## src/rtl/sdr_ta_pkg.sv

```systemverilog
package sdr_ta_pkg;
    typedef enum logic [1:0] {
        CMD_NOP   = 2'b00,
        CMD_READ  = 2'b01,
        CMD_WRITE = 2'b10
    } sdr_cmd_e;

    typedef enum logic [1:0] {
        M_IDLE   = 2'b00,
        M_PREP   = 2'b01,
        M_WBURST = 2'b10
    } ta_mode_e;

    localparam int CL_SHORT = 2;
    localparam int CL_LONG  = 3;
endpackage

```

## src/rtl/sdr_ta_rd_tracker.sv

```systemverilog
module sdr_ta_rd_tracker #(
    parameter int CNT_W = 4,
    parameter int SAT   = 8
) (
    input  logic             clk,
    input  logic             rst_n,
    input  logic             rd_fire,
    output logic [CNT_W-1:0] since_rd
);
    localparam logic [CNT_W-1:0] SAT_V = CNT_W'(SAT);

    logic [CNT_W-1:0] since_d, since_q;

    always_comb begin
        since_d = since_q;
        if (rd_fire)
            since_d = CNT_W'(1);
        else if (since_q < SAT_V)
            since_d = since_q + CNT_W'(1);
    end

    always_ff @(posedge clk) begin
        if (!rst_n) since_q <= SAT_V;
        else        since_q <= since_d;
    end

    assign since_rd = since_q;

    AST_RD_RESTART: assert property (@(posedge clk) disable iff (!rst_n)
        rd_fire |=> since_q == CNT_W'(1));
endmodule

```

## src/rtl/sdr_ta_slot_calc.sv

```systemverilog
module sdr_ta_slot_calc #(
    parameter int CNT_W    = 4,
    parameter int PREP_W   = 2,
    parameter int BURST    = 4,
    parameter int DQM_LEAD = 2
) (
    input  logic              cas_lat3,
    input  logic [CNT_W-1:0]  since_rd,
    input  logic [PREP_W-1:0] prep_cnt,
    output logic              slot_ok
);
    import sdr_ta_pkg::*;

    int  cl;
    int  s;
    int  pc;
    logic tail_clear;
    logic word_before;

    always_comb begin
        cl = cas_lat3 ? CL_LONG : CL_SHORT;
        s  = int'(since_rd);
        pc = int'(prep_cnt);
        // all words after the lead window must already be past
        tail_clear  = (s >= cl + BURST - DQM_LEAD);
        // a word would land on the gap clock and needs one more mask clock
        word_before = (s <= cl + BURST);
        slot_ok = tail_clear && (pc >= DQM_LEAD) &&
                  (!word_before || (pc >= DQM_LEAD + 1));
    end
endmodule

```

## src/rtl/sdr_turnaround_seq.sv

```systemverilog
module sdr_turnaround_seq #(
    parameter int BURST    = 4,
    parameter int DQM_LEAD = 2
) (
    input  logic       clk,
    input  logic       rst_n,
    input  logic       cas_lat3,
    input  logic       rd_valid,
    output logic       rd_ready,
    input  logic       wr_valid,
    output logic       wr_ready,
    output logic [1:0] cmd,
    output logic       dqm,
    output logic       dq_oe
);
    import sdr_ta_pkg::*;

    localparam int SAT     = CL_LONG + BURST + 1;
    localparam int CNT_W   = $clog2(SAT + 1);
    localparam int PREP_W  = $clog2(DQM_LEAD + 2);
    localparam int BCNT_W  = $clog2(BURST);
    localparam logic [PREP_W-1:0] PREP_MAX = PREP_W'(DQM_LEAD + 1);

    typedef struct packed {
        ta_mode_e          mode;
        logic [PREP_W-1:0] prep;
        logic [BCNT_W-1:0] bleft;
    } st_t;

    st_t st_d, st_q;

    logic [CNT_W-1:0] since_rd;
    logic             slot_ok;
    logic             rd_fire;
    logic             wr_fire;

    sdr_ta_rd_tracker #(.CNT_W(CNT_W), .SAT(SAT)) u_trk (
        .clk      (clk),
        .rst_n    (rst_n),
        .rd_fire  (rd_fire),
        .since_rd (since_rd)
    );

    sdr_ta_slot_calc #(
        .CNT_W(CNT_W), .PREP_W(PREP_W), .BURST(BURST), .DQM_LEAD(DQM_LEAD)
    ) u_slot (
        .cas_lat3 (cas_lat3),
        .since_rd (since_rd),
        .prep_cnt (st_q.prep),
        .slot_ok  (slot_ok)
    );

    assign rd_ready = (st_q.mode == M_IDLE);
    assign wr_ready = (st_q.mode == M_PREP) && slot_ok;
    assign rd_fire  = rd_valid && rd_ready;
    assign wr_fire  = wr_valid && wr_ready;
    assign dqm      = (st_q.mode == M_PREP) && !slot_ok;
    assign dq_oe    = wr_fire || (st_q.mode == M_WBURST);

    always_comb begin
        if (wr_fire)      cmd = CMD_WRITE;
        else if (rd_fire) cmd = CMD_READ;
        else              cmd = CMD_NOP;
    end

    always_comb begin
        st_d = st_q;
        unique case (st_q.mode)
            M_IDLE: begin
                if (wr_valid) begin
                    st_d.mode = M_PREP;
                    st_d.prep = '0;
                end
            end
            M_PREP: begin
                if (!wr_valid) begin
                    st_d.mode = M_IDLE;
                    st_d.prep = '0;
                end else if (slot_ok) begin
                    st_d.mode  = M_WBURST;
                    st_d.bleft = BCNT_W'(BURST - 2);
                    st_d.prep  = '0;
                end else if (st_q.prep < PREP_MAX) begin
                    st_d.prep = st_q.prep + PREP_W'(1);
                end
            end
            M_WBURST: begin
                if (st_q.bleft == '0) st_d.mode = M_IDLE;
                else                  st_d.bleft = st_q.bleft - BCNT_W'(1);
            end
            default: st_d.mode = M_IDLE;
        endcase
    end

    always_ff @(posedge clk) begin
        if (!rst_n) begin
            st_q.mode  <= M_IDLE;
            st_q.prep  <= '0;
            st_q.bleft <= '0;
        end else begin
            st_q <= st_d;
        end
    end

    AST_ONE_HANDSHAKE: assert property (@(posedge clk) disable iff (!rst_n)
        !(rd_fire && wr_fire));
    AST_DQM_LEAD: assert property (@(posedge clk) disable iff (!rst_n)
        (cmd == CMD_WRITE) |-> ($past(dqm) && $past(dqm, 2)));
    AST_DQM_OFF_ON_WRITE: assert property (@(posedge clk) disable iff (!rst_n)
        (cmd == CMD_WRITE) |-> !dqm);
    AST_NO_READ_IN_BURST: assert property (@(posedge clk) disable iff (!rst_n)
        dq_oe |-> (cmd != CMD_READ));
    AST_OE_STARTS_ON_WRITE: assert property (@(posedge clk) disable iff (!rst_n)
        $rose(dq_oe) |-> (cmd == CMD_WRITE));
    AST_OE_CONTINUES: assert property (@(posedge clk) disable iff (!rst_n)
        (dq_oe && cmd != CMD_WRITE) |-> $past(dq_oe));
endmodule

```

## config.mk

```make
export PLATFORM = sky130hd
export DESIGN_NAME = sdr_turnaround_seq
export DESIGN_NICKNAME = d
export VERILOG_FILES = /design/src/rtl/sdr_ta_pkg.sv /design/src/rtl/sdr_ta_rd_tracker.sv /design/src/rtl/sdr_ta_slot_calc.sv /design/src/rtl/sdr_turnaround_seq.sv
export SDC_FILE = /design/constraint.sdc
export NUM_CORES = 1
export LEC_CHECK = 0
export BUFFER_PORTS_ARGS = -buffer_cell sky130_fd_sc_hd__buf_2
export CAP_MARGIN = 0
export CORE_UTILIZATION = 45
export DETAILED_ROUTE_END_ITERATION = 6
export PLACE_DENSITY = 0.69
export SETUP_SLACK_MARGIN = 0.3
export SYNTH_ARGS = -nofsm -noshare
export SYNTH_HDL_FRONTEND = slang
export SYNTH_SLANG_ARGS = --single-unit
export TNS_END_PERCENT = 20
```

## constraint.sdc

```tcl
create_clock -name clk -period 2 [get_ports clk]
set_clock_uncertainty 0.1 [all_clocks]
set_input_delay 0.1 -clock clk [delete_from_list [all_inputs] [get_ports clk]]
set_output_delay 0.1 -clock clk [all_outputs]
set_load 0.01 [all_outputs]
```

# ---- Word-level counts from Yosys, hierarchy flattened
# Index checks and enable logic that the tools add are counted.
dict set report word_totals {
  in_bits 5
  output_inout_bits 6
  register_bits 10
  latchBits 0
  ramBits 0
  mem_count 0
  rom_bits 0
}
dict set report op_classes {
  n_div 0
  n_mul 0
  bitwise 1
  n_eq_ne 9
  addsub 5
  shifts 0
  n_lt_le_gt_ge 6
  mux 16
  n_reduce_logical 19
}
# op n
set ops {}
lappend ops {{32-bit by 4-bit adder with 32-bit output, second input constant} 1}
lappend ops {{5-bit by 32-bit >= comparator with 1-bit output} 1}
lappend ops {{5-bit by 32-bit <= comparator with 1-bit output} 1}
lappend ops {{32-bit by 3-bit subtractor with 32-bit output, second input constant} 1}
lappend ops {{4-bit 2-to-1 mux} 4}
lappend ops {{2-bit 2-to-1 mux} 7}
lappend ops {{2-bit one-hot mux with 2 select lines} 2}
lappend ops {{1-bit logical AND} 6}
lappend ops {{2-bit != test, second input constant} 3}
lappend ops {{2-bit one-hot mux with 3 select lines} 1}
lappend ops {{3-bit AND reduction} 2}
lappend ops {{2-bit nonzero test} 3}
lappend ops {{4-bit by 1-bit adder with 4-bit output, second input constant} 1}
lappend ops {{2-bit >= comparator, second input constant} 2}
lappend ops {{2-bit logical NOT} 2}
lappend ops {{4-bit less-than comparator, second input constant} 1}
lappend ops {{2-bit by 1-bit != test with 1-bit output, second input constant} 2}
lappend ops {{4-bit by 3-bit != test with 1-bit output, second input constant} 1}
lappend ops {{4-bit AND reduction} 1}
lappend ops {{3-bit != test, second input constant} 1}
lappend ops {{2-bit by 1-bit adder with 2-bit output, second input constant} 1}
lappend ops {{2-bit by 1-bit == test with 1-bit output, second input constant} 1}
lappend ops {{2-bit == test, second input constant} 1}
lappend ops {{1-bit logical NOT} 2}
lappend ops {{other kinds (6)} 8}

# ---- Longest topological paths before layout
dict set report logic_depth {
  ltp_word 9
  depth_mapped 6
}

# ---- Hierarchy
# Synthesis repeated with hierarchy kept, for this count alone.
dict set report unflattened {
  hier_cells 63
  area_unflattened_um2 595.6
}
# mod instances area_per_inst_um2 cells_per_inst
set modules_own_cells {}
lappend modules_own_cells {sdr_turnaround_seq 1 382.9 40}
lappend modules_own_cells {sdr_ta_rd_tracker 1 158.9 15}
lappend modules_own_cells {sdr_ta_slot_calc 1 53.8 8}

# ---- Least setup slack after synthesis
# No wires, ideal clock.
dict set report synth_timing {
  kind {register to register}
  start {register u_trk.since_q[0] (netlist: u_trk.since_rd[0])}
  end {register st_q[1] in the netlist's numbering}
  path_slack_ps 146
  path_stages_with_launch 7
  setup_ps 116
  arrival_time_ps 1638
  synth_period_minus_slack_ps 1854
  cell_sequence {dfxtp_1 inv_1 ha_1 or4b_4 o311ai_4 a21oi_2 o211a_1}
}
dict set report synth_between {
  elab_chain_len 6
  elab_cells_between_ends 8
  classes_between {2 x order compare; 1 x eq/ne; 5 x reduce/logical}
}
# item line
set synth_lines {}
lappend synth_lines {{start, declared} sdr_ta_rd_tracker.sv:12} ;# logic [CNT_W-1:0] since_d, since_q;
lappend synth_lines {{start signal, assigned} sdr_ta_rd_tracker.sv:24} ;# else since_q <= since_d;
lappend synth_lines {{5-bit by 32-bit <= comparator with 1-bit output} sdr_ta_slot_calc.sv:27} ;# word_before = (s <= cl + BURST);
lappend synth_lines {{1-bit logical NOT} sdr_ta_slot_calc.sv:29} ;# (!word_before || (pc >= DQM_LEAD + 1));
lappend synth_lines {{1-bit logical OR} sdr_ta_slot_calc.sv:29}
lappend synth_lines {{1-bit logical AND *} sdr_ta_slot_calc.sv:28} ;# slot_ok = tail_clear && (pc >= DQM_LEAD) &&
lappend synth_lines {{2-bit != test (no source line) *} n/a}
lappend synth_lines {{4-bit AND reduction (no source line) *} n/a}
lappend synth_lines {{end signal, assigned} sdr_turnaround_seq.sv:101} ;# st_q <= st_d;
lappend synth_lines {{end, declared} sdr_turnaround_seq.sv:30} ;# st_t st_d, st_q;
# Every way passes the cells marked *; elsewhere a longest branch is shown, timed or not.
# A chain may end at the register's enable or synchronous reset.

# ---- Worst setup path in the final report
dict set report layout_timing {
  start {register u_trk.since_q[0] (netlist: u_trk.since_rd[0])}
  end {output dqm}
}
dict set report layout_between {
  elab_chain_len 6
  elab_cells_between_ends 8
  classes_between {2 x order compare; 6 x reduce/logical}
}
# item line
set layout_lines {}
lappend layout_lines {{5-bit by 32-bit <= comparator with 1-bit output} sdr_ta_slot_calc.sv:27}
lappend layout_lines {{1-bit logical NOT} sdr_ta_slot_calc.sv:29}
lappend layout_lines {{1-bit logical OR} sdr_ta_slot_calc.sv:29}
lappend layout_lines {{1-bit logical AND *} sdr_ta_slot_calc.sv:28}
lappend layout_lines {{1-bit logical NOT *} sdr_turnaround_seq.sv:57} ;# assign dqm = (st_q.mode == M_PREP) && !slot_ok;
lappend layout_lines {{1-bit logical AND *} sdr_turnaround_seq.sv:57}
lappend layout_lines {{end, declared} sdr_turnaround_seq.sv:13} ;# output logic dqm,
# Marks and branches as above.

==> impl_metrics.csv <==
group,metric,value,unit
outcome,outcome,"finished, violations left",
outcome,violations,"setup timing",
grt,grt_use_total,17.3,%
clock_network,tritoncts,"yes",
critical_path,worstReg2RegEnd,"st_q[1]",
die,std_cell_rows,13,
clock_network,clock_sinks,10,
logic_synthesis,synth_nets,78,
min_path,hold_path_depth,2,
grt,grt_pass1_vias,395,
clock_network,clock_latency,0.27,ns
finish,layout-drive-gt1-share,36.6,%
die,core_area,1300,sq um
die,die_y,39.3,um
die,dieArea,1540,sq um
min_path,hp-class,"in2reg",
critical_path,reg2reg_slack,0.10,ns
clock_network,h-tree-depth,1,
critical_path,reg2reg_from,"u_trk.since_rd[0]",
placement,port_buffers,10,
critical_path,required,1.80,ns
finish,nets,94,
critical_path,cp_num_buf_inv,2,
clock_network,clockRootBuffer,"clkbuf_4",
grt,antenna_found_initial,0,
timing,slew_viol_final,0,
critical_path,crit_type,"reg2out",
die,initial_utilization,48.0,%
logic_synthesis,synth.avg_cell_area,9.32,sq um
logic_synthesis,syn_inst,67,
logic_synthesis,synth_edf_count,0,
clock_network,cts_inserted_buffers,3,
timing,relSlewSlack,74.3,%
pwr,leakage,0.336,nW
timing,rsz0062_at_grt,"true",
die,die_w,39.3,um
finish,final_core_util,59.5,%
critical_path,slowest_stage,"o311ai_4",
logic_synthesis,synth_top_family_by_area,"simple AND/OR/NAND/NOR gates",
drt,drtAntennaViolNets,0,
finish,diodes,0,
critical_path,arrival,1.82,ns
clock_network,clk_pin_slew,0.07,ns
job,drv_cap,0,
drt,drt_drc_violations_left,0,
logic_synthesis,async_reset_ff_share,0,%
timing,setup_tns,-0.0187,ns
placement,dp_hpwl,802,um
logic_synthesis,synth_xor_area_share,2.81,%
logic_synthesis,synthDistinctLibCells,32,
drt,firstDrtPassIters,4,
pwr,irDropWorstVdd,0.473,mV
timing,final_hold_viol_count,0,
timing,fin_ws,-0.0187,ns
critical_path,crit_chain,"inv_2 > ha_4 > and4bb_2 > o311ai_4 > and2_4 > buf_6",
logic_synthesis,ys_warn_count,0,
logic_synthesis,synth_top_area_cell,"dfxtp_1",
critical_path,cp_max_fo,6,
logic_synthesis,ys_seq_elements,10,
pwr,power.density,618,nW/um^2
timing,fin_crit_sh,101,%
timing,max_freq,0.495,GHz
drt,via_per_inst,5.26,
logic_synthesis,synth_compound_area_share,17.0,%
grt,grt_pass1_wl,1.69,mm
grt,grt_max_degree,12,
drt,drt-total-wl,1.11,mm
timing,setup_violations,1,
logic_synthesis,post_synth_fa_ha_maj_area_fraction,12.0,%
critical_path,slowest_delay,0.37,ns
placement,place.gp.congestion,0.716,
clock_network,clk_path_buf_depth,2,
logic_synthesis,synth-simple-area-share,24.0,%
logic_synthesis,synth.mux.area_fraction,4.81,%
critical_path,worstSetupEndpointType,"output port",
die,boundaryPins,11,
critical_path,crit_family,"simple AND/OR/NAND/NOR gates",
logic_synthesis,synth_top_area_share,32.1,%
grt,grt_overflow,0,
min_path,holdCritStartpoint,"rst_n",
logic_synthesis,synth_ff_type,"dfxtp_1",
logic_synthesis,netlist_area,624,sq um
drt,vias,510,
clock_network,cts_hold_buf,0,
logic_synthesis,yosysMostFrequentCell,"dfxtp_1",
timing,fin_crit,2.02,ns
timing,tightest_slew,0.382,ns
drt,drt_iter0_markers,5,
finish,area.growth.synth_to_final,24.0,%
critical_path,reg2reg_depth,7,
critical_path,startpoint_type,"flip-flop",
logic_synthesis,synthTopCellsByArea,"dfxtp_1, ha_1, mux2i_1",
logic_synthesis,yosysSeqAreaShare,32.1,%
logic_synthesis,synthTopCellsByCount,"dfxtp_1, nor2_1, ha_1, inv_1, nand2_1",
timing,whs,0.00823,ns
min_path,min_to,"u_trk.since_rd[3]",
drt,wire_per_inst,11.5,um
-- cell families after synthesis --
logic type	after synthesis
AO/OA/AOI/OAI	12
AND/OR/NAND/NOR	25
multiplexers	3
XOR/XNOR	2
buffers and inverters	9
flip-flops	10
adder cells (fa/ha/maj)	6
-- metal layers --
metal	GRT usage, %	wire length, um	up-vias
li1	-	-	263
met2	26.3	496	11
met4	12.9	41	0
met5	0	0	-
met3	5.11	44	4
met1	20.1	531	232
-- state kept, by name (all words and copies together), names as in the netlist --
signal / flops
st_q: 6
u_trk.since_rd: 4
-- how the worst max path moves through the flow --
stage                                  from      end  slack [ns]  depth (start not counted)
after detailed placement  u_trk.since_rd[0]  st_q[1]        0.15                          6
after global routing      u_trk.since_rd[0]      dqm       -0.11                          6
after global placement    u_trk.since_rd[0]  st_q[1]        0.19                          6
after CTS                 u_trk.since_rd[0]      dqm       -0.03                          6
after floorplan           u_trk.since_rd[0]  st_q[1]        0.22                          6
final                     u_trk.since_rd[0]      dqm       -0.02                          6
-- through the flow --
stage | power [mW] | instance area, sq um | std cells | setup slack [ns]
global placement | 0.284 | 684 | 89 | 0.187
finish | 0.479 | 774 | 97 | -0.0187
global route | 0.501 | 774 | 97 | -0.113
CTS | 0.477 | 752 | 95 | -0.0273
detailed placement | 0.285 | 684 | 89 | 0.148
floorplan | 0.270 | 638 | 67 | 0.223
-- cell type report --
type / instances / area, sq um
clock buffer: 4 / 36.3
fill: 127 / 527
inverter: 6 / 22.5
multi-input combinational: 48 / 405
sequential: 10 / 201
tap: 15 / 18.8
timing repair buffer: 14 / 90.1
-- report_power, final --
part           total (mW)  switching (mW)  internal (mW)
Clock               0.189          0.0787          0.111
Sequential          0.219          0.0110          0.208
Combinational      0.0705          0.0334         0.0371
Total               0.479           0.123          0.356
-- worst reg2reg max path, cell delays in order, from the launching register on --
cell and delay (ns):
dfxtp_2 0.34, inv_2 0.05, ha_4 0.25, and4bb_2 0.24
o311ai_4 0.37, buf_4 0.19, a21oi_4 0.06, o211a_1 0.21
-- cell usage in the layout, fill, tap and decap left out, types with 2 or more instances in the layout --
| master | instances |
|---|---|
| and2_4 | 2 |
| buf_2 | 9 |
| buf_4 | 3 |
| buf_6 | 2 |
| clkbuf_4 | 3 |
| dfxtp_1 | 9 |
| ha_1 | 5 |
| inv_1 | 5 |
| mux2i_1 | 3 |
| nand2_1 | 4 |
| nor2_1 | 7 |
| nor3_1 | 2 |
| o21ai_0 | 2 |
| xnor2_1 | 2 |
-- what timing repair did --
action / CTS / global route
gates resized for setup: 4 / 2
pin swaps: 6 / 7
setup buffers: 2 / 2
setup endpoints to repair: 9 / 10
Note: power is estimated with default switching activity, not from simulation.
